<file path="src/rtl/dpot_pkg.sv">
package dpot_pkg;
    typedef enum logic [2:0] {
        OP_RD_WIPER = 3'd0,
        OP_WR_WIPER = 3'd1,
        OP_RD_SLOT  = 3'd2,
        OP_WR_SLOT  = 3'd3,
        OP_LOAD     = 3'd4,
        OP_SAVE     = 3'd5,
        OP_UP       = 3'd6,
        OP_DOWN     = 3'd7
    } op_e;

    typedef enum logic [1:0] {
        ST_RECALL = 2'd0,
        ST_IDLE   = 2'd1,
        ST_PROG   = 2'd2
    } state_e;

    typedef enum logic [1:0] {
        W_HOLD = 2'd0,
        W_LOAD = 2'd1,
        W_UP   = 2'd2,
        W_DOWN = 2'd3
    } wact_e;

    typedef enum logic [1:0] {
        SRC_CMD  = 2'd0,
        SRC_SLOT = 2'd1,
        SRC_DR0  = 2'd2
    } wsrc_e;
endpackage

</file>
<file path="src/rtl/dpot_wiper.sv">
module dpot_wiper
    import dpot_pkg::*;
#(
    parameter int W = 8
) (
    input  logic         clk,
    input  logic         rst_n,
    input  wact_e        act,
    input  logic [W-1:0] din,
    output logic [W-1:0] q
);
    localparam logic [W-1:0] TOP = {W{1'b1}};

    always_ff @(posedge clk or negedge rst_n) begin
        if (!rst_n) begin
            q <= '0;
        end else begin
            unique case (act)
                W_HOLD: q <= q;
                W_LOAD: q <= din;
                W_UP:   q <= (q == TOP) ? q : q + 1'b1;
                W_DOWN: q <= (q == '0)  ? q : q - 1'b1;
            endcase
        end
    end
endmodule

</file>
<file path="src/rtl/dpot_store.sv">
module dpot_store #(
    parameter int NCH    = 2,
    parameter int NSLOT  = 4,
    parameter int W      = 8,
    parameter int CH_W   = 1,
    parameter int SLOT_W = 2
) (
    input  logic              clk,
    input  logic              clr,
    input  logic              we,
    input  logic [CH_W-1:0]   chan,
    input  logic [SLOT_W-1:0] slot,
    input  logic [W-1:0]      wdata,
    output logic [W-1:0]      rdata,
    output logic [NCH*W-1:0]  dr0_bus
);
    logic [W-1:0] mem [NCH][NSLOT];

    always_ff @(posedge clk) begin
        if (clr) begin
            for (int c = 0; c < NCH; c++)
                for (int s = 0; s < NSLOT; s++)
                    mem[c][s] <= '0;
        end else if (we) begin
            mem[chan][slot] <= wdata;
        end
    end

    assign rdata = mem[chan][slot];

    for (genvar c = 0; c < NCH; c++) begin : g_dr0
        assign dr0_bus[c*W +: W] = mem[c][0];
    end
endmodule

</file>
<file path="src/rtl/dpot_seq.sv">
module dpot_seq
    import dpot_pkg::*;
#(
    parameter int NCH         = 2,
    parameter int CH_W        = 1,
    parameter int ADDR_W      = 4,
    parameter int W           = 8,
    parameter int PROG_CYCLES = 16
) (
    input  logic              clk,
    input  logic              rst_n,
    input  logic              cmd_valid,
    input  logic [ADDR_W-1:0] cmd_addr,
    input  logic [ADDR_W-1:0] strap_addr,
    input  logic [2:0]        cmd_op,
    input  logic [CH_W-1:0]   cmd_chan,
    input  logic              prot_n,
    input  logic [W-1:0]      rd_val,
    output wact_e             w_act [NCH],
    output wsrc_e             w_src,
    output logic              s_we,
    output logic              s_from_wiper,
    output logic              busy,
    output logic              rsp_valid,
    output logic              rsp_ok,
    output logic [W-1:0]      rsp_data
);
    localparam int CNT_W = $clog2(PROG_CYCLES + 1);
    localparam logic [CNT_W-1:0] CNT_LOAD = CNT_W'(PROG_CYCLES - 1);

    state_e           state, state_n;
    logic [CNT_W-1:0] cnt, cnt_n;
    op_e              op;
    logic             hit, store_wr, accept, is_read;

    assign op       = op_e'(cmd_op);
    assign hit      = cmd_valid && (cmd_addr == strap_addr) && (state == ST_IDLE);
    assign store_wr = (op == OP_WR_SLOT) || (op == OP_SAVE);
    assign accept   = hit && !(store_wr && !prot_n);
    assign is_read  = (op == OP_RD_WIPER) || (op == OP_RD_SLOT);
    assign busy     = (state != ST_IDLE);

    // State register
    always_ff @(posedge clk or negedge rst_n) begin
        if (!rst_n) begin
            state <= ST_RECALL;
            cnt   <= '0;
        end else begin
            state <= state_n;
            cnt   <= cnt_n;
        end
    end

    // Next state and controls
    always_comb begin
        state_n      = state;
        cnt_n        = cnt;
        w_src        = SRC_CMD;
        s_we         = 1'b0;
        s_from_wiper = 1'b0;
        for (int c = 0; c < NCH; c++) w_act[c] = W_HOLD;
        unique case (state)
            ST_RECALL: begin
                for (int c = 0; c < NCH; c++) w_act[c] = W_LOAD;
                w_src   = SRC_DR0;
                state_n = ST_IDLE;                 // T_RECALL_DONE
            end
            ST_IDLE: begin
                if (accept) begin
                    unique case (op)
                        OP_WR_WIPER: w_act[cmd_chan] = W_LOAD;
                        OP_LOAD: begin
                            w_act[cmd_chan] = W_LOAD;
                            w_src           = SRC_SLOT;
                        end
                        OP_UP:       w_act[cmd_chan] = W_UP;
                        OP_DOWN:     w_act[cmd_chan] = W_DOWN;
                        OP_WR_SLOT, OP_SAVE: begin
                            s_we         = 1'b1;
                            s_from_wiper = (op == OP_SAVE);
                            state_n      = ST_PROG;    // T_PROG_START
                            cnt_n        = CNT_LOAD;
                        end
                        OP_RD_WIPER, OP_RD_SLOT: ;
                    endcase
                end
            end
            ST_PROG: begin
                if (cnt == '0) state_n = ST_IDLE;  // T_PROG_END
                else           cnt_n   = cnt - 1'b1;
            end
            default: state_n = ST_RECALL;
        endcase
    end

    // Response outputs
    always_ff @(posedge clk or negedge rst_n) begin
        if (!rst_n) begin
            rsp_valid <= 1'b0;
            rsp_ok    <= 1'b0;
            rsp_data  <= '0;
        end else begin
            rsp_valid <= cmd_valid;
            rsp_ok    <= accept;
            rsp_data  <= (accept && is_read) ? rd_val : '0;
        end
    end
endmodule

</file>
<file path="src/rtl/dpot_ctrl.sv">
module dpot_ctrl
    import dpot_pkg::*;
#(
    parameter int NCH         = 2,
    parameter int NSLOT       = 4,
    parameter int WIDTH       = 8,
    parameter int ADDR_W      = 4,
    parameter int PROG_CYCLES = 16,
    localparam int CH_W       = (NCH > 1) ? $clog2(NCH) : 1,
    localparam int SLOT_W     = (NSLOT > 1) ? $clog2(NSLOT) : 1
) (
    input  logic                 clk,
    input  logic                 rst_n,
    input  logic                 store_clr,
    input  logic [ADDR_W-1:0]    strap_addr,
    input  logic                 prot_n,
    input  logic                 cmd_valid,
    input  logic [ADDR_W-1:0]    cmd_addr,
    input  logic [2:0]           cmd_op,
    input  logic [CH_W-1:0]      cmd_chan,
    input  logic [SLOT_W-1:0]    cmd_slot,
    input  logic [WIDTH-1:0]     cmd_data,
    output logic                 busy,
    output logic                 rsp_valid,
    output logic                 rsp_ok,
    output logic [WIDTH-1:0]     rsp_data,
    output logic [NCH*WIDTH-1:0] wiper_bus
);
    wact_e            w_act [NCH];
    wsrc_e            w_src;
    logic             s_we, s_from_wiper;
    logic [WIDTH-1:0] wq [NCH];
    logic [WIDTH-1:0] slot_rd, slot_wd, rd_val;
    logic [NCH*WIDTH-1:0] dr0_bus;

    assign slot_wd = s_from_wiper ? wq[cmd_chan] : cmd_data;
    assign rd_val  = (op_e'(cmd_op) == OP_RD_SLOT) ? slot_rd : wq[cmd_chan];

    dpot_store #(
        .NCH(NCH), .NSLOT(NSLOT), .W(WIDTH), .CH_W(CH_W), .SLOT_W(SLOT_W)
    ) store_i (
        .clk(clk), .clr(store_clr), .we(s_we), .chan(cmd_chan), .slot(cmd_slot),
        .wdata(slot_wd), .rdata(slot_rd), .dr0_bus(dr0_bus)
    );

    dpot_seq #(
        .NCH(NCH), .CH_W(CH_W), .ADDR_W(ADDR_W), .W(WIDTH), .PROG_CYCLES(PROG_CYCLES)
    ) seq_i (
        .clk(clk), .rst_n(rst_n), .cmd_valid(cmd_valid), .cmd_addr(cmd_addr),
        .strap_addr(strap_addr), .cmd_op(cmd_op), .cmd_chan(cmd_chan), .prot_n(prot_n),
        .rd_val(rd_val), .w_act(w_act), .w_src(w_src), .s_we(s_we),
        .s_from_wiper(s_from_wiper), .busy(busy), .rsp_valid(rsp_valid),
        .rsp_ok(rsp_ok), .rsp_data(rsp_data)
    );

    for (genvar c = 0; c < NCH; c++) begin : g_ch
        logic [WIDTH-1:0] din;
        always_comb begin
            unique case (w_src)
                SRC_DR0:  din = dr0_bus[c*WIDTH +: WIDTH];
                SRC_SLOT: din = slot_rd;
                default:  din = cmd_data;
            endcase
        end
        dpot_wiper #(.W(WIDTH)) wiper_i (
            .clk(clk), .rst_n(rst_n), .act(w_act[c]), .din(din), .q(wq[c])
        );
        assign wiper_bus[c*WIDTH +: WIDTH] = wq[c];
    end
endmodule

</file>
<file path="config.mk">
export PLATFORM = sky130hd
export DESIGN_NAME = dpot_ctrl
export DESIGN_NICKNAME = d
export VERILOG_FILES = /design/src/rtl/dpot_pkg.sv /design/src/rtl/dpot_wiper.sv /design/src/rtl/dpot_store.sv /design/src/rtl/dpot_seq.sv /design/src/rtl/dpot_ctrl.sv
export SDC_FILE = /design/constraint.sdc
export NUM_CORES = 1
export LEC_CHECK = 0
export ABC_AREA = 1
export BUFFER_PORTS_ARGS = -buffer_cell sky130_fd_sc_hd__buf_2
export CORE_MARGIN = 8
export CORE_UTILIZATION = 35
export CTS_CLUSTER_SIZE = 10
export DETAILED_ROUTE_END_ITERATION = 10
export PLACE_DENSITY = 0.6
export SETUP_SLACK_MARGIN = 0.3
export SYNTH_ARGS = -nofsm -noshare
export SYNTH_HDL_FRONTEND = slang
export SYNTH_SLANG_ARGS = --single-unit
</file>
<file path="constraint.sdc">
create_clock -name clk -period 3.3 [get_ports clk]
set_input_delay 0.33 -clock clk [delete_from_list [all_inputs] [get_ports clk]]
set_output_delay 0.33 -clock clk [all_outputs]
set_load 0.1 [all_outputs]
</file>
# Word-level counts from Yosys, hierarchy flattened
# Memories as Yosys holds them, arrays and structs flattened.
# Index checks and enable logic that the tools add are counted.
# word_totals
regBits	33
ramBits	64
in_bits	27
out_inout_bits	27
wordCells	125
n_memories	1
# mem_list
memory	depth	word_bits	read_ports	rd_clocked_by_memory_dff	wr	line	text
store_i.mem	2	32	3	0	2	dpot_store.sv:17	logic [W-1:0] mem [NCH][NSLOT];
# op_classes
add_sub_neg	5
magnitude_cmp	4
n_eq_ne	29
muxes	49
n_bitwise	4
reduce_logical	26
# op_table
operator	n
two-way mux 8 bit	13
two-way mux 32 bit	3
one-hot mux 8 bit (3 select lines)	2
one-hot mux 8 bit (2 select lines)	2
OR reduction 32 bit	1
adder 8 x 1 -> 8 bit, second input constant	2
binary-select mux 8 bit (select 2 bit)	1
demux 8 bit (select 2 bit)	1
== test 8 bit, second input constant	2
logical NOT 8 bit	2
subtractor 8 x 1 -> 8 bit, second input constant	2
two-way mux 5 bit	3
== test 2 bit, second input constant	6
== test 3 bit, second input constant	4
two-way mux 1 bit	12
!= test 2 bit, second input constant	6
one-hot mux 4 bit (3 select lines)	1
two-way mux 2 bit	5
one-hot mux 5 bit (2 select lines)	1
AND reduction 3 bit	3
== test 2 x 1 -> 1 bit, second input constant	4
one-hot mux 4 bit (2 select lines)	1
logical AND 1 bit	7
== test 3 x 2 -> 1 bit, second input constant	2
other kinds (23)	31

# Longest topological paths before layout
# Gate-level depths: netlist (run 1).
# logic_depth
depth_word	12
mapped_depth	20
mapped_depth_nobuf	20

# Hierarchy
# A second synthesis (run 1) with hierarchy kept.
# hier_totals
hier_cells	930
hier_area_um2	6571.3
# modules_own_cells
mod	instances	cells_per_inst	area_per_inst_um2	seq_area_each_um2
dpot_store	1	366	3241.9	1921.8
dpot_wiper	2	133	800.8	200.2
dpot_seq	1	128	964.7	425.4
dpot_ctrl	1	170	763.2	0.0

# Least setup slack after synthesis (run 1)
# No wires, ideal clock.
# synth_path
path_type	input-to-reg
startpoint	input port cmd_op[1]
endpoint	register g_ch[1].wiper_i.q[6]
setup_time_ns	0.120
arrival_ns	2.768
required_time_ns	3.180
path_slack_ns	0.412
stages	18
n_path_buf	2
path_cell_list	buf_4 inv_2 nand2_1 nand4_1 nand2_2 nor2_4 nand3_1 buf_2 nor2_1 inv_1 fa_1 o21ai_0 a21o_1 nand2_1 nand3_1 nand3_1 nand3_1 nand2_1
# synth_between
elab_chain_cells	10
elab_cells_between_ends	29
classes_between	eq/ne (13); mux (8); bitwise (1); reduce/logical (7)
# synth_rtl
item	line	text
from (decl)	dpot_ctrl.sv:19	input logic [2:0] cmd_op,
== test 3 x 2 -> 1 bit or == test 3 bit (tied branches)	dpot_seq.sv:38	assign store_wr = (op == OP_WR_SLOT) || (op == OP_SAVE);
logical OR 1 bit (*)	dpot_seq.sv:38	
logical AND 1 bit (*)	dpot_seq.sv:39	assign accept = hit && !(store_wr && !prot_n);
logical NOT 1 bit (*)	dpot_seq.sv:39	
logical AND 1 bit (*)	dpot_seq.sv:39	
named net seq_i.accept	dpot_seq.sv:34	logic hit, store_wr, accept, is_read;
two-way mux 2 bit or two-way mux 4 bit (tied branches)	dpot_seq.sv:69	if (accept) begin
one-hot mux 2 bit (2 select lines) or one-hot mux 4 bit (2 select lines) (tied branches)	dpot_seq.sv:62	unique case (state)
== test 2 x 1 -> 1 bit, or another cell as far along	dpot_ctrl.sv:59	unique case (w_src)
one-hot mux 8 bit (2 select lines), or another cell as far along	dpot_ctrl.sv:59	
one-hot mux 8 bit (3 select lines) or AND reduction 3 bit (tied branches)	--	
to (signal assigned)	dpot_wiper.sv:19	W_HOLD: q <= q;
to (signal assigned)	dpot_wiper.sv:20	W_LOAD: q <= din;
to (signal assigned)	dpot_wiper.sv:21	W_UP: q <= (q == TOP) ? q : q + 1'b1;
to (decl)	dpot_wiper.sv:10	output logic [W-1:0] q
# Mark *: on every way through the listed nets, which the timed path passes. The rest lies on a longest branch.
# A chain may end at the register's enable or synchronous reset.

# Final worst setup path (run 1)
# layout_path
startpoint	register seq_i.state[1]
endpoint	register g_ch[0].wiper_i.q[7]
# layout_between
elab_chain_cells	8
elab_cells_between_ends	20
classes_between	eq/ne (8); mux (6); bitwise (1); reduce/logical (5)
# layout_rtl
item	line	text
from (decl)	dpot_seq.sv:31	state_e state, state_n;
from (signal assigned)	dpot_seq.sv:49	state <= state_n;
== test 2 x 1 -> 1 bit	dpot_seq.sv:37, dpot_seq.sv:62	
logical AND 1 bit	dpot_seq.sv:37	assign hit = cmd_valid && (cmd_addr == strap_addr) && (state == ST_IDLE);
logical AND 1 bit	dpot_seq.sv:39	
two-way mux 2 bit or two-way mux 4 bit (tied branches)	dpot_seq.sv:69	
one-hot mux 2 bit (2 select lines) or one-hot mux 4 bit (2 select lines) (tied branches)	dpot_seq.sv:62	
== test 2 x 1 -> 1 bit, or another cell as far along	dpot_ctrl.sv:59	
one-hot mux 8 bit (2 select lines), or another cell as far along	dpot_ctrl.sv:59	
one-hot mux 8 bit (3 select lines) or AND reduction 3 bit (tied branches)	--	
to (signal assigned)	dpot_wiper.sv:19	
to (signal assigned)	dpot_wiper.sv:20	
to (signal assigned)	dpot_wiper.sv:21	
to (decl)	dpot_wiper.sv:10	
# Parallel ways exist; a longest one is shown, timed or not.

==> flow_summary_export.csv, run 1 <==
group,metric,value,unit
global_routing,overflow,0,
floorplan,die_height,145,µm
global_routing,grt_pass1_vias,4751,
critical_path,element_type_at_the_critical_path_end,"register",
global_routing,antenna_violations_before_repair,0,
detailed_routing,drc_violation_total_after_the_first_tritonroute_iteration,380,
logic_synthesis,sequential_to_total_area_share_from_yosys_stat,0.473,
critical_path,timing.critical_path.mode_cell,"sky130_fd_sc_hd__nand2_1",
placed_design,port_buffer_count,53,
final_layout,finalNetCount,814,
floorplan,core.rowCount,47,
timing,drv_slew,0,
floorplan,floorplan.initialDensity,0.354,
pwr,vdd_ir_drop_max,368,µV
critical_path,setup.worst_path.start_class,"register",
placed_design,gp_congestion,0.928,
logic_synthesis,yosys_register_bits,97,
placed_design,post-dp-hpwl,12.4,mm
timing,fmax,358,MHz
placed_design,place.detailed.instances,976,
detailed_routing,1st_pass_router_iterations,5,
clock_tree,htreeDepth,3,
clock_tree,cts-buffers-inserted,9,
flow_run,timing.max_cap.violations,0,
detailed_routing,detail_route.wl_per_cell,16.6,µm
timing,finalSetupViolCount,0,
timing,grt_setup_unrepaired,"yes",
clock_tree,clock_path_buffers,2,
final_layout,post_route_cells_drive_above_1_share,0.168,
global_routing,gr_util_all_layers,0.163,
detailed_routing,route.final.wire_length,16.5,mm
critical_path,critical_path.n_buffers_inverters,5,
global_routing,grt_first_pass_wirelength,25.7,mm
timing,period_minus_slack,2800,ps
logic_synthesis,ys_types,41,
detailed_routing,drt_antenna_net_count,0,
floorplan,top_level_ports,54,
logic_synthesis,ys_dominant_reg_cell,"sky130_fd_sc_hd__edfxtp_1",
clock_tree,tritoncts,"yes",
timing,hold_viol_final,0,
pwr,power-per-cell-area,663,mW/mm²
worst_hold_path,min-delay-path-class,"input pin to asynchronous set/reset pin",
critical_path,critical_path.slowest_cell,"sky130_fd_sc_hd__dfrtp_2",
logic_synthesis,synthesized_area_per_cell,8.10,µm²
critical_path,cpLargestDelayFamily,"simple AND/OR/NAND/NOR gates",
timing,setup_slack_of_the_critical_path_after_layout,503,ps
clock_tree,cts.clk_slew.worst_paths,80,ps
logic_synthesis,syn_nets,761,
run_status,run_status,"completed",
detailed_routing,routed-via-count,5052,
placed_design,detailedPlace.worstSlack,185,ps
clock_tree,number_of_sinks_driven_by_the_clock_tree,97,
timing,layout_worst_path_cycle_share,0.848,
logic_synthesis,mappedNetlistArea,0.00580,mm²
global_routing,grt_max_degree,43,
placed_design,post_dp_cell_area,0.00630,mm²
final_layout,final_std_cell_area_no_fill,0.00668,mm²
final_layout,insertedDiodeCount,0,
floorplan,placeableCoreArea,0.0164,mm²
timing,worst_tran_pin_value,746,ps
critical_path,worst-endpoint-arrival,3080,ps
critical_path,setup.reg_to_reg.worst_slack,500,ps
timing,finClkSkew,13.4,ps
logic_synthesis,synth_enable_flop_cells,64,
final_layout,area_growth_syn_to_layout,15.2,%
detailed_routing,via_per_inst,5.08,
critical_path,largest_stage_delay_worst_path,420,ps
logic_synthesis,async_reset_ff_frac,0.340,
detailed_routing,drcViolationCount,0,
floorplan,floorplan.die_area,0.0210,mm²
timing,max-slew-margin-rel,0.503,
critical_path,crit_fanout,10,
critical_path,critical_path.cell_chain,"buf_4, nor2_1, inv_1, nor2_1, nand2_4, inv_4, nand2_1, inv_2, ha_1, a21oi_1, nand2_1, a31oi_2, inv_1, nand2_1, nand3_1, a21oi_1",
critical_path,timing.critical_path.required,3580,ps
logic_synthesis,synth.yosys.warnings,0,
pwr,power.leakage,3.07,nW
final_layout,n_fill_cell,1672,
critical_path,setup.worst_path.class,"register to register",
timing,fin_setup_tns,0,ps
clock_tree,clk_latency,360,ps
final_layout,finish.cell_count_without_fillers,994,
logic_synthesis,netlist_instances,716,
clock_tree,ctsHoldBuffers,0,
floorplan,die_x,145,µm
clock_tree,cts_root_buf,"sky130_fd_sc_hd__clkbuf_16",
==> state kept, by name, summed over array words and instances, names as in the netlist <==
register,cells
seq_i.state,2
g_ch.wiper_i.q,16
seq_i.rsp_valid,1
seq_i.rsp_ok,1
seq_i.cnt,5
store_i.mem,64
seq_i.rsp_data,8
==> kinds of logic (layout without fill, tap and decap cells) <==
group	after synthesis	after routing	share of synthesized area
simple gates	408	408	0.308
xor+xnor	11	11	0.0166
fa+ha+maj	18	18	0.0414
compound gates	91	91	0.0972
buf+inv	91	149	0.0634
flops	97	97	0.473
==> metal layers <==
layer | wire length (µm) | global-route usage
met1 | 7090 | 0.211
met2 | 7710 | 0.257
met3 | 1300 | 0.0328
met4 | 388 | 0.0717
met5 | 0 | 0
==> Yosys cell counts (3+ instances only) <==
cell type                    n  area (µm²)
sky130_fd_sc_hd__inv_1      60         225
sky130_fd_sc_hd__ha_1       16         200
sky130_fd_sc_hd__nand2_2     4        25.0
sky130_fd_sc_hd__nor2_1     82         308
sky130_fd_sc_hd__a31oi_1     4        25.0
sky130_fd_sc_hd__clkbuf_1    9        33.8
sky130_fd_sc_hd__nor2_8      3        60.1
sky130_fd_sc_hd__xor2_1      3        26.3
sky130_fd_sc_hd__nand2_4     5        56.3
sky130_fd_sc_hd__nor4_1      3        18.8
sky130_fd_sc_hd__o21ai_0    31         155
sky130_fd_sc_hd__o21ai_2     4        35.0
sky130_fd_sc_hd__nand4_1    13        81.3
sky130_fd_sc_hd__a211oi_1    5        37.5
sky130_fd_sc_hd__nor3_1      6        30.0
sky130_fd_sc_hd__inv_2       6        22.5
sky130_fd_sc_hd__o21ai_1     3        15.0
sky130_fd_sc_hd__nand3_1    63         315
sky130_fd_sc_hd__dfrtp_1    33         826
sky130_fd_sc_hd__o211ai_1   10        75.1
sky130_fd_sc_hd__edfxtp_1   64        1920
sky130_fd_sc_hd__inv_4       3        18.8
sky130_fd_sc_hd__a21oi_1    22         110
sky130_fd_sc_hd__xnor2_1     8        70.1
sky130_fd_sc_hd__buf_2       6        30.0
sky130_fd_sc_hd__o211ai_2    4        50.1
sky130_fd_sc_hd__buf_4       3        22.5
sky130_fd_sc_hd__nand2_1   222         833
==> cell type report <==
class,count,area [µm²],area share
Clock buffer,9,225,0.0337
Clock inverter,7,71.3,0.0107
Inverter,71,274,0.0410
Multi-Input combinational cell,528,2750,0.412
Sequential cell,97,2750,0.411
Tap cell,220,275,0.0412
Timing Repair Buffer,62,337,0.0504
==> power breakdown <==
group	total [W]	leakage, nW	switching [W]	internal, W
Combinational	0.00174	1.85	0.00137	0.000368
Clock	0.00105	0.139	0.000518	0.000534
Sequential	0.00163	1.08	0.000198	0.00144
Total	0.00443	3.07	0.00209	0.00234
==> cell usage in the layout (no fill, tap or decap), drive strengths merged, types with 13 or more instances in the layout <==
| master | count |
|---|---|
| nand3 | 63 |
| nand2 | 231 |
| nand4 | 13 |
| buf | 62 |
| edfxtp | 64 |
| nor2 | 88 |
| inv | 73 |
| o211ai | 14 |
| dfrtp | 33 |
| ha | 16 |
| o21ai | 38 |
| a21oi | 22 |
==> metrics by stage <==
stage	utilization	hold WS [ps]	power (W)
3_3_place_gp	0.384	455	0.00336
4_1_cts	0.403	66.8	0.00442
6_report	0.407	32.4	0.00443
5_1_grt	0.407	107	0.00464
3_5_place_dp	0.384	449	0.00337
2_1_floorplan	-	34.4	0.00294
==> timing repair <==
action                     4_1_cts  5_1_grt
buffers inserted                 0        2
resized for setup                2       19
setup endpoints to repair        6       16
pin swaps                        0        2
==> worst paths after layout <==
path,startpoint,endpoint,cells past startpoint
max,seq_i.state[1],g_ch[0].wiper_i.q[7],16
min,rst_n,g_ch[1].wiper_i.q[7],1
max reg2reg,seq_i.state[1],g_ch[0].wiper_i.q[7],16
min reg2reg,seq_i.cnt[3],seq_i.cnt[3],2
max in group asynchronous,rst_n,seq_i.state[1],1
min in group clk,cmd_valid,seq_i.rsp_valid,1
No activity file was read; power rests on OpenSTA's default activity.
==> run 2: changes to the inputs <==
--- a/config.mk
+++ b/config.mk
@@ -5,7 +5,7 @@
 export SDC_FILE = /design/constraint.sdc
 export NUM_CORES = 1
 export LEC_CHECK = 0
-export ABC_AREA = 1
+export ABC_AREA = 0
 export BUFFER_PORTS_ARGS = -buffer_cell sky130_fd_sc_hd__buf_2
 export CORE_MARGIN = 8
 export CORE_UTILIZATION = 35
==> constraint.sdc (replaced) <==
create_clock -name clk -period 2.82 [get_ports clk]
set_input_delay 0.282 -clock clk [delete_from_list [all_inputs] [get_ports clk]]
set_output_delay 0.282 -clock clk [all_outputs]
set_load 0.1 [all_outputs]
==> flow_summary_export.csv, run 2 <==
group,metric,value,unit
clock_tree,cts.clk_slew.worst_paths,70,ps
detailed_routing,highest_metal_layer_with_signal_wires,"met4",
logic_synthesis,ys_dominant_reg_cell,"sky130_fd_sc_hd__edfxtp_1",
clock_tree,htreeDepth,3,
logic_synthesis,mappedNetlistArea,0.00560,mm²
global_routing,grt_max_degree,34,
pwr,p_sw,0.00219,W
logic_synthesis,synthTopCellsByCount,"sky130_fd_sc_hd__nor2_1 (77), sky130_fd_sc_hd__edfxtp_1 (64), sky130_fd_sc_hd__dfrtp_1 (33), sky130_fd_sc_hd__nand2_1 (33), sky130_fd_sc_hd__mux2i_1 (26)",
timing,hold_viol_final,8,
clock_tree,clk_latency,350,ps
pwr,vdd_ir_drop_max,526,µV
logic_synthesis,synth-compound-area-share,0.139,
final_layout,mostFrequentLayoutCells,"sky130_fd_sc_hd__nor2_1 (76), sky130_fd_sc_hd__edfxtp_1 (64), sky130_fd_sc_hd__buf_4 (55)",
pwr,power.leakage,3.01,nW
global_routing,grt_first_pass_wirelength,24.2,mm
critical_path,worstReg2RegEnd,"g_ch[0].wiper_i.q[7]",
logic_synthesis,synth.yosys.warnings,0,
floorplan,die_x,142,µm
global_routing,antenna_violations_before_repair,0,
detailed_routing,dr_wl_met2,7.85,mm
final_layout,mostFrequentLayoutCell,"sky130_fd_sc_hd__nor2_1",
logic_synthesis,sequential_to_total_area_share_from_yosys_stat,0.491,
floorplan,placeableCoreArea,0.0158,mm²
pwr,internal_power,0.00311,W
global_routing,gr_util_all_layers,0.156,
critical_path,worst_r2r_startpoint,"seq_i.state[1]",
detailed_routing,drcViolationCount,0,
logic_synthesis,synthSimpleGateAreaFrac,0.166,
detailed_routing,met3RoutedLength,898,µm
timing,worst_hold_slack,-5.62,ps
final_layout,regMostFlops,"store_i.mem",
clock_tree,clock_path_buffers,2,
logic_synthesis,synth_top_family_by_area,"simple AND/OR/NAND/NOR gates",
final_layout,final_core_util,0.464,
timing,drv_slew,0,
final_layout,post_route_cells_drive_above_1_share,0.386,
timing,fmax,345,MHz
timing,finClkSkew,7.33,ps
detailed_routing,detail_route.wl_per_cell,18.8,µm
detailed_routing,drt_antenna_net_count,0,
critical_path,setup.worst_path.start_class,"register",
placed_design,port_buffer_count,53,
logic_synthesis,synthesized_area_per_cell,10.9,µm²
logic_synthesis,muxShareOfSynthArea,0.0932,
logic_synthesis,netlist_instances,515,
floorplan,floorplan.initialDensity,0.355,
global_routing,overflow,0,
pwr,switching_share,0.413,
logic_synthesis,synth-xor-area-share,0.0266,
final_layout,largest_register_ff_count,64,
detailed_routing,route.final.wire_length,15.8,mm
placed_design,gp_congestion,0.872,
detailed_routing,drc_violation_total_after_the_first_tritonroute_iteration,283,
critical_path,crit_fanout,5,
logic_synthesis,yosys_register_bits,97,
logic_synthesis,ys_types,67,
logic_synthesis,synth.top_cells.by_area,"sky130_fd_sc_hd__edfxtp_1 (34%), sky130_fd_sc_hd__dfrtp_1 (15%), sky130_fd_sc_hd__nor2_1 (5.2%), sky130_fd_sc_hd__mux2i_1 (4.7%), sky130_fd_sc_hd__ha_1 (3.6%)",
clock_tree,number_of_sinks_driven_by_the_clock_tree,97,
floorplan,floorplan.die_area,0.0203,mm²
logic_synthesis,async_reset_ff_frac,0.340,
critical_path,setup.reg_to_reg.worst_slack,-80,ps
logic_synthesis,synth_enable_flop_cells,64,
clock_tree,cts_root_buf,"sky130_fd_sc_hd__clkbuf_16",
worst_hold_path,min-delay-path-class,"input pin to asynchronous set/reset pin",
placed_design,post-dp-hpwl,11.7,mm
clock_tree,tritoncts,"yes",
timing,worst_tran_pin_value,800,ps
detailed_routing,1st_pass_router_iterations,5,
critical_path,timing.critical_path.required,3050,ps
critical_path,critical_path_endpoint,"g_ch[0].wiper_i.q[7]",
floorplan,core.rowCount,46,
critical_path,setup.worst_path.class,"register to register",
flow_run,timing.max_cap.violations,0,
final_layout,largestRegisters,"store_i.mem (64), g_ch.wiper_i.q (16), seq_i.rsp_data (8)",
critical_path,worst-endpoint-arrival,3130,ps
global_routing,grt_pass1_vias,4488,
placed_design,place.detailed.instances,802,
critical_path,critPathLaunch,"seq_i.state[1]",
timing,setup_slack_of_the_critical_path_after_layout,-82.4,ps
timing,period_minus_slack,2900,ps
run_status,failing_checks,"hold timing, setup timing",
pwr,power_frac_seq,0.365,
logic_synthesis,netlist.area_leader.share,0.343,
logic_synthesis,post_synth_adder_cell_area,0.0429,
final_layout,area_growth_syn_to_layout,30.7,%
pwr,combinationalPowerShare,0.369,
critical_path,r2r.worst_path.cells,14,
timing,layout_worst_path_cycle_share,1.03,
final_layout,finalNetCount,665,
final_layout,n_fill_cell,1448,
logic_synthesis,post-synth-top-area-cell,"sky130_fd_sc_hd__edfxtp_1",
floorplan,die_height,142,µm
logic_synthesis,synthMostInstantiatedCell,"sky130_fd_sc_hd__nor2_1",
floorplan,top_level_ports,54,
logic_synthesis,syn_nets,560,
pwr,power-per-cell-area,726,mW/mm²
final_layout,insertedDiodeCount,0,
pwr,pwr-share-clk,0.266,
detailed_routing,via_per_inst,5.39,
timing,max-slew-margin-rel,0.467,
clock_tree,cts-buffers-inserted,9,
detailed_routing,routed-via-count,4533,
critical_path,element_type_at_the_critical_path_end,"register",
detailed_routing,m1WireLength,6.53,mm
timing,grt_setup_unrepaired,"yes",
run_status,run_status,"finished with violations",
final_layout,finish.cell_count_without_fillers,841,
timing,finalSetupViolCount,2,
run 2: area by class of cell:
class / count / area (µm²) / area share
clock buffers: 11 / 233 / 0.0318
flip-flops and latches: 97 / 2750 / 0.376
well taps: 216 / 270 / 0.0370
clock inverters: 5 / 103 / 0.0140
repair buffers: 117 / 815 / 0.111
multi-input cells: 368 / 3030 / 0.414
inverters: 27 / 119 / 0.0163
run 2: power by group through the flow:
stage / logic [W] / clock network (W) / registers (W)
finish: 0.00196 / 0.00141 / 0.00194
global route: 0.00207 / 0.00147 / 0.00196
CTS: 0.00184 / 0.00143 / 0.00193
detailed placement: 0.00177 / 0 / 0.00195
global placement: 0.00175 / 0 / 0.00195
floorplan: 0.000647 / 0 / 0.00264
run 2: what timing repair did:
| item | CTS | global route |
|---|---|---|
| setup buffers | 5 | 17 |
| setup endpoints to repair | 15 | 59 |
| resized for setup | 25 | 45 |
| pin swaps | 18 | 17 |
| gates cloned | 0 | 1 |
| hold buffers | 0 | 0 |
run 2: worst max-delay path, cell delays in order (launching register included):
cell                       delay (ps)
sky130_fd_sc_hd__dfrtp_1          380
sky130_fd_sc_hd__nand2b_4         150
sky130_fd_sc_hd__nor4_4           280
sky130_fd_sc_hd__and3_4           260
sky130_fd_sc_hd__a31oi_4           90
sky130_fd_sc_hd__nand2b_4         180
sky130_fd_sc_hd__inv_8             90
sky130_fd_sc_hd__ha_4             200
sky130_fd_sc_hd__a21oi_2          140
sky130_fd_sc_hd__o211ai_1         150
sky130_fd_sc_hd__nor4_1           290
sky130_fd_sc_hd__nor3_1           100
sky130_fd_sc_hd__xnor2_1          230
sky130_fd_sc_hd__o21ba_2          180
sky130_fd_sc_hd__o22ai_2           70
run 2: worst min path at each step:
stage / startpoint / end / cells after the start
after floorplan: rst_n / g_ch[0].wiper_i.q[0] / 0
after global placement: rst_n / seq_i.rsp_ok / 1
after detailed placement: rst_n / g_ch[0].wiper_i.q[4] / 1
after CTS: rst_n / g_ch[0].wiper_i.q[4] / 1
after global routing: cmd_valid / seq_i.rsp_valid / 1
final: rst_n / seq_i.rsp_valid / 1
run 2: routing by layer:
metal / vias to the layer above / track usage
met5: - / 0
met4: 0 / 0.0805
met3: 38 / 0.0292
met2: 164 / 0.264
met1: 2229 / 0.186
li1: 2102 / -
run 2: logic make-up after synthesis:
logic type	Yosys count
flops	97
simple gates	190
fa+ha+maj	18
buf+inv	50
xor+xnor	17
mux	44
compound gates	99
run 2: per-stage QoR:
step / setup TNS (ps) / setup slack [ps] / area (µm²) / total power [W]
3_5_place_dp: -308 / -106 / 6460 / 0.00373
5_1_grt: -474 / -198 / 7310 / 0.00550
6_report: -93.9 / -82.4 / 7310 / 0.00531
4_1_cts: -10.2 / -6.06 / 6950 / 0.00519
3_3_place_gp: -39.9 / -22.9 / 6460 / 0.00370
2_1_floorplan: -1260 / -324 / 5770 / 0.00329
==> run 3: changes to the inputs <==
--- a/config.mk
+++ b/config.mk
@@ -9,6 +9,7 @@
 export BUFFER_PORTS_ARGS = -buffer_cell sky130_fd_sc_hd__buf_2
 export CORE_MARGIN = 8
 export CORE_UTILIZATION = 35
+export CTS_BUF_LIST = sky130_fd_sc_hd__clkbuf_8
 export CTS_CLUSTER_SIZE = 10
 export DETAILED_ROUTE_END_ITERATION = 10
 export PLACE_DENSITY = 0.6
==> flow_summary_export.csv, run 3 (synthesis gave the netlist of run 2 again) <==
group,metric,value,unit
clock_tree,number_of_sinks_driven_by_the_clock_tree,97,
timing,layout_worst_path_cycle_share,1.03,
timing,finClkSkew,8.02,ps
pwr,power.leakage,2.97,nW
global_routing,gr-usage-met1,0.188,
detailed_routing,drt_antenna_net_count,0,
pwr,combinationalPowerShare,0.391,
run_status,failing_checks,"setup timing",
final_layout,post_route_cells_drive_above_1_share,0.383,
timing,period_minus_slack,2910,ps
global_routing,antenna_violations_before_repair,0,
pwr,pwr-share-clk,0.219,
global_routing,grt_max_degree,34,
clock_tree,cts_root_buf,"sky130_fd_sc_hd__clkbuf_8",
detailed_routing,drc_violation_total_after_the_first_tritonroute_iteration,300,
worst_hold_path,min-delay-path-class,"input pin to register",
pwr,power_frac_seq,0.390,
critical_path,setup.worst_path.start_class,"register",
timing,drv_slew,0,
critical_path,critical_path.cell_chain,"nand2b_4, nor4_4, and3_4, a31oi_4, nand2b_4, inv_8, ha_4, a21oi_2, o211ai_1, nor4_1, nor3_1, xnor2_1, o21ba_2, o22ai_2",
floorplan,floorplan.die_area,0.0203,mm²
timing,fmax,344,MHz
final_layout,largestRegisters,"store_i.mem (64), g_ch.wiper_i.q (16), seq_i.rsp_data (8)",
clock_tree,clk_latency,380,ps
detailed_routing,detail_route.wl_per_cell,18.8,µm
detailed_routing,drcViolationCount,0,
final_layout,regMostFlops,"store_i.mem",
clock_tree,clock_path_buffers,2,
critical_path,worst-endpoint-arrival,3170,ps
pwr,power-per-cell-area,690,mW/mm²
critical_path,element_type_at_the_critical_path_end,"register",
clock_tree,cts-buffers-inserted,9,
timing,setup_slack_of_the_critical_path_after_layout,-89.8,ps
detailed_routing,routed-via-count,4482,
critical_path,crit_fanout,5,
critical_path,cpLargestDelayFamily,"simple AND/OR/NAND/NOR gates",
flow_run,timing.max_cap.violations,0,
run_status,run_status,"finished with violations",
global_routing,grt_use_met3,0.0302,
placed_design,post_dp_cell_area,0.00646,mm²
placed_design,port_buffer_count,53,
floorplan,floorplan.initialDensity,0.355,
final_layout,mostFrequentLayoutCells,"sky130_fd_sc_hd__nor2_1 (76), sky130_fd_sc_hd__edfxtp_1 (64), sky130_fd_sc_hd__buf_4 (56)",
critical_path,setup.worst_path.class,"register to register",
critical_path,timing.critical_path.required,3080,ps
timing,max-slew-margin-rel,0.493,
final_layout,finalNetCount,667,
global_routing,overflow,0,
critical_path,critical_path.slowest_cell,"sky130_fd_sc_hd__dfrtp_1",
detailed_routing,1st_pass_router_iterations,4,
timing,grt_setup_unrepaired,"yes",
timing,worst_tran_pin_value,761,ps
clock_tree,cts.clk_slew.worst_paths,90,ps
floorplan,core.rowCount,46,
critical_path,critical_path.n_buffers_inverters,1,
placed_design,post-dp-hpwl,11.7,mm
placed_design,gp_congestion,0.872,
final_layout,largest_register_ff_count,64,
timing,worst_hold_slack,26.7,ps
pwr,p_sw,0.00215,W
floorplan,die_height,142,µm
global_routing,gr_util_all_layers,0.156,
floorplan,die_x,142,µm
pwr,vdd_ir_drop_max,527,µV
detailed_routing,via_per_inst,5.32,
global_routing,grt.met2_usage,0.263,
timing,hold_viol_final,0,
clock_tree,htreeDepth,3,
pwr,switching_share,0.433,
global_routing,grt_first_pass_wirelength,24.1,mm
pwr,internal_power,0.00282,W
timing,finalSetupViolCount,2,
final_layout,final_std_cell_area_no_fill,0.00720,mm²
final_layout,area_growth_syn_to_layout,28.6,%
clock_tree,tritoncts,"yes",
global_routing,grt_pass1_vias,4456,
final_layout,insertedDiodeCount,0,
floorplan,placeableCoreArea,0.0158,mm²
critical_path,largest_stage_delay_worst_path,380,ps
final_layout,n_fill_cell,1469,
global_routing,busiest_layer,"met2",
detailed_routing,route.final.wire_length,15.9,mm
final_layout,mostFrequentLayoutCell,"sky130_fd_sc_hd__nor2_1",
floorplan,top_level_ports,54,
critical_path,timing.critical_path.mode_cell,"sky130_fd_sc_hd__nand2b_4",
[run 3: repair_timing]
item                                   in CTS  in global routing
hold buffers                                1                  0
endpoints found under the hold margin      33                  0
setup buffers                               5                 19
pin swaps                                  18                 16
gates resized for setup                    25                 44
setup endpoints to repair                  18                 59
[run 3: final timing paths]
kind | startpoint | to | slack [ps] | depth (start not counted)
max in group asynchronous | rst_n | g_ch[0].wiper_i.q[2] | 1850 | 2
hold / removal | cmd_valid | seq_i.rsp_valid | 30 | 1
min in group asynchronous | rst_n | g_ch[0].wiper_i.q[4] | 500 | 2
setup reg to reg | seq_i.state[1] | g_ch[0].wiper_i.q[7] | -90 | 14
setup / recovery | seq_i.state[1] | g_ch[0].wiper_i.q[7] | -90 | 14
hold reg to reg | seq_i.cnt[4] | seq_i.cnt[4] | 550 | 2
[run 3: metal layers]
metal,vias up,part of all wire
met1,2198,0.42
met5,-,0
met4,0,0.030
met2,151,0.50
met3,31,0.059
li1,2102,-
[run 3: worst reg2reg max path: cells and delay by family, from the launching register on]
kind                     cells  cell delay [ps]
XOR/XNOR                     1              230
AO/OA/AOI/OAI                5              640
adder cells (fa/ha/maj)      1              200
flip-flops                   1              380
AND/OR/NAND/NOR              6             1260
buffers and inverters        1               90
[run 3: layout make-up]
| class | count | area (µm²) | area share |
|---|---|---|---|
| multi-input cells | 368 | 3010 | 0.418 |
| well taps | 216 | 270 | 0.0375 |
| inverters | 27 | 116 | 0.0162 |
| repair buffers | 119 | 818 | 0.114 |
| flip-flops and latches | 97 | 2750 | 0.382 |
| clock buffers | 9 | 124 | 0.0172 |
| clock inverters | 7 | 110 | 0.0153 |
[run 3: through the flow]
step | setup WS [ps] | std cells | utilization | setup TNS, ps | power (W)
6_report | -89.8 | 843 | 0.457 | -93.7 | 0.00497
5_1_grt | -190 | 843 | 0.457 | -450 | 0.00517
4_1_cts | -9.98 | 824 | 0.435 | -18.7 | 0.00487
3_5_place_dp | -106 | 802 | 0.410 | -308 | 0.00373
3_3_place_gp | -22.9 | 802 | 0.410 | -39.9 | 0.00370
2_1_floorplan | -324 | 515 | - | -1260 | 0.00329
[run 3: power groups by stage]
| stage | Sequential (W) | Combinational, W | Clock [W] |
|---|---|---|---|
| floorplan | 0.00264 | 0.000647 | 0 |
| global placement | 0.00195 | 0.00175 | 0 |
| detailed placement | 0.00195 | 0.00177 | 0 |
| CTS | 0.00193 | 0.00183 | 0.00111 |
| global route | 0.00196 | 0.00205 | 0.00115 |
| finish | 0.00194 | 0.00194 | 0.00109 |
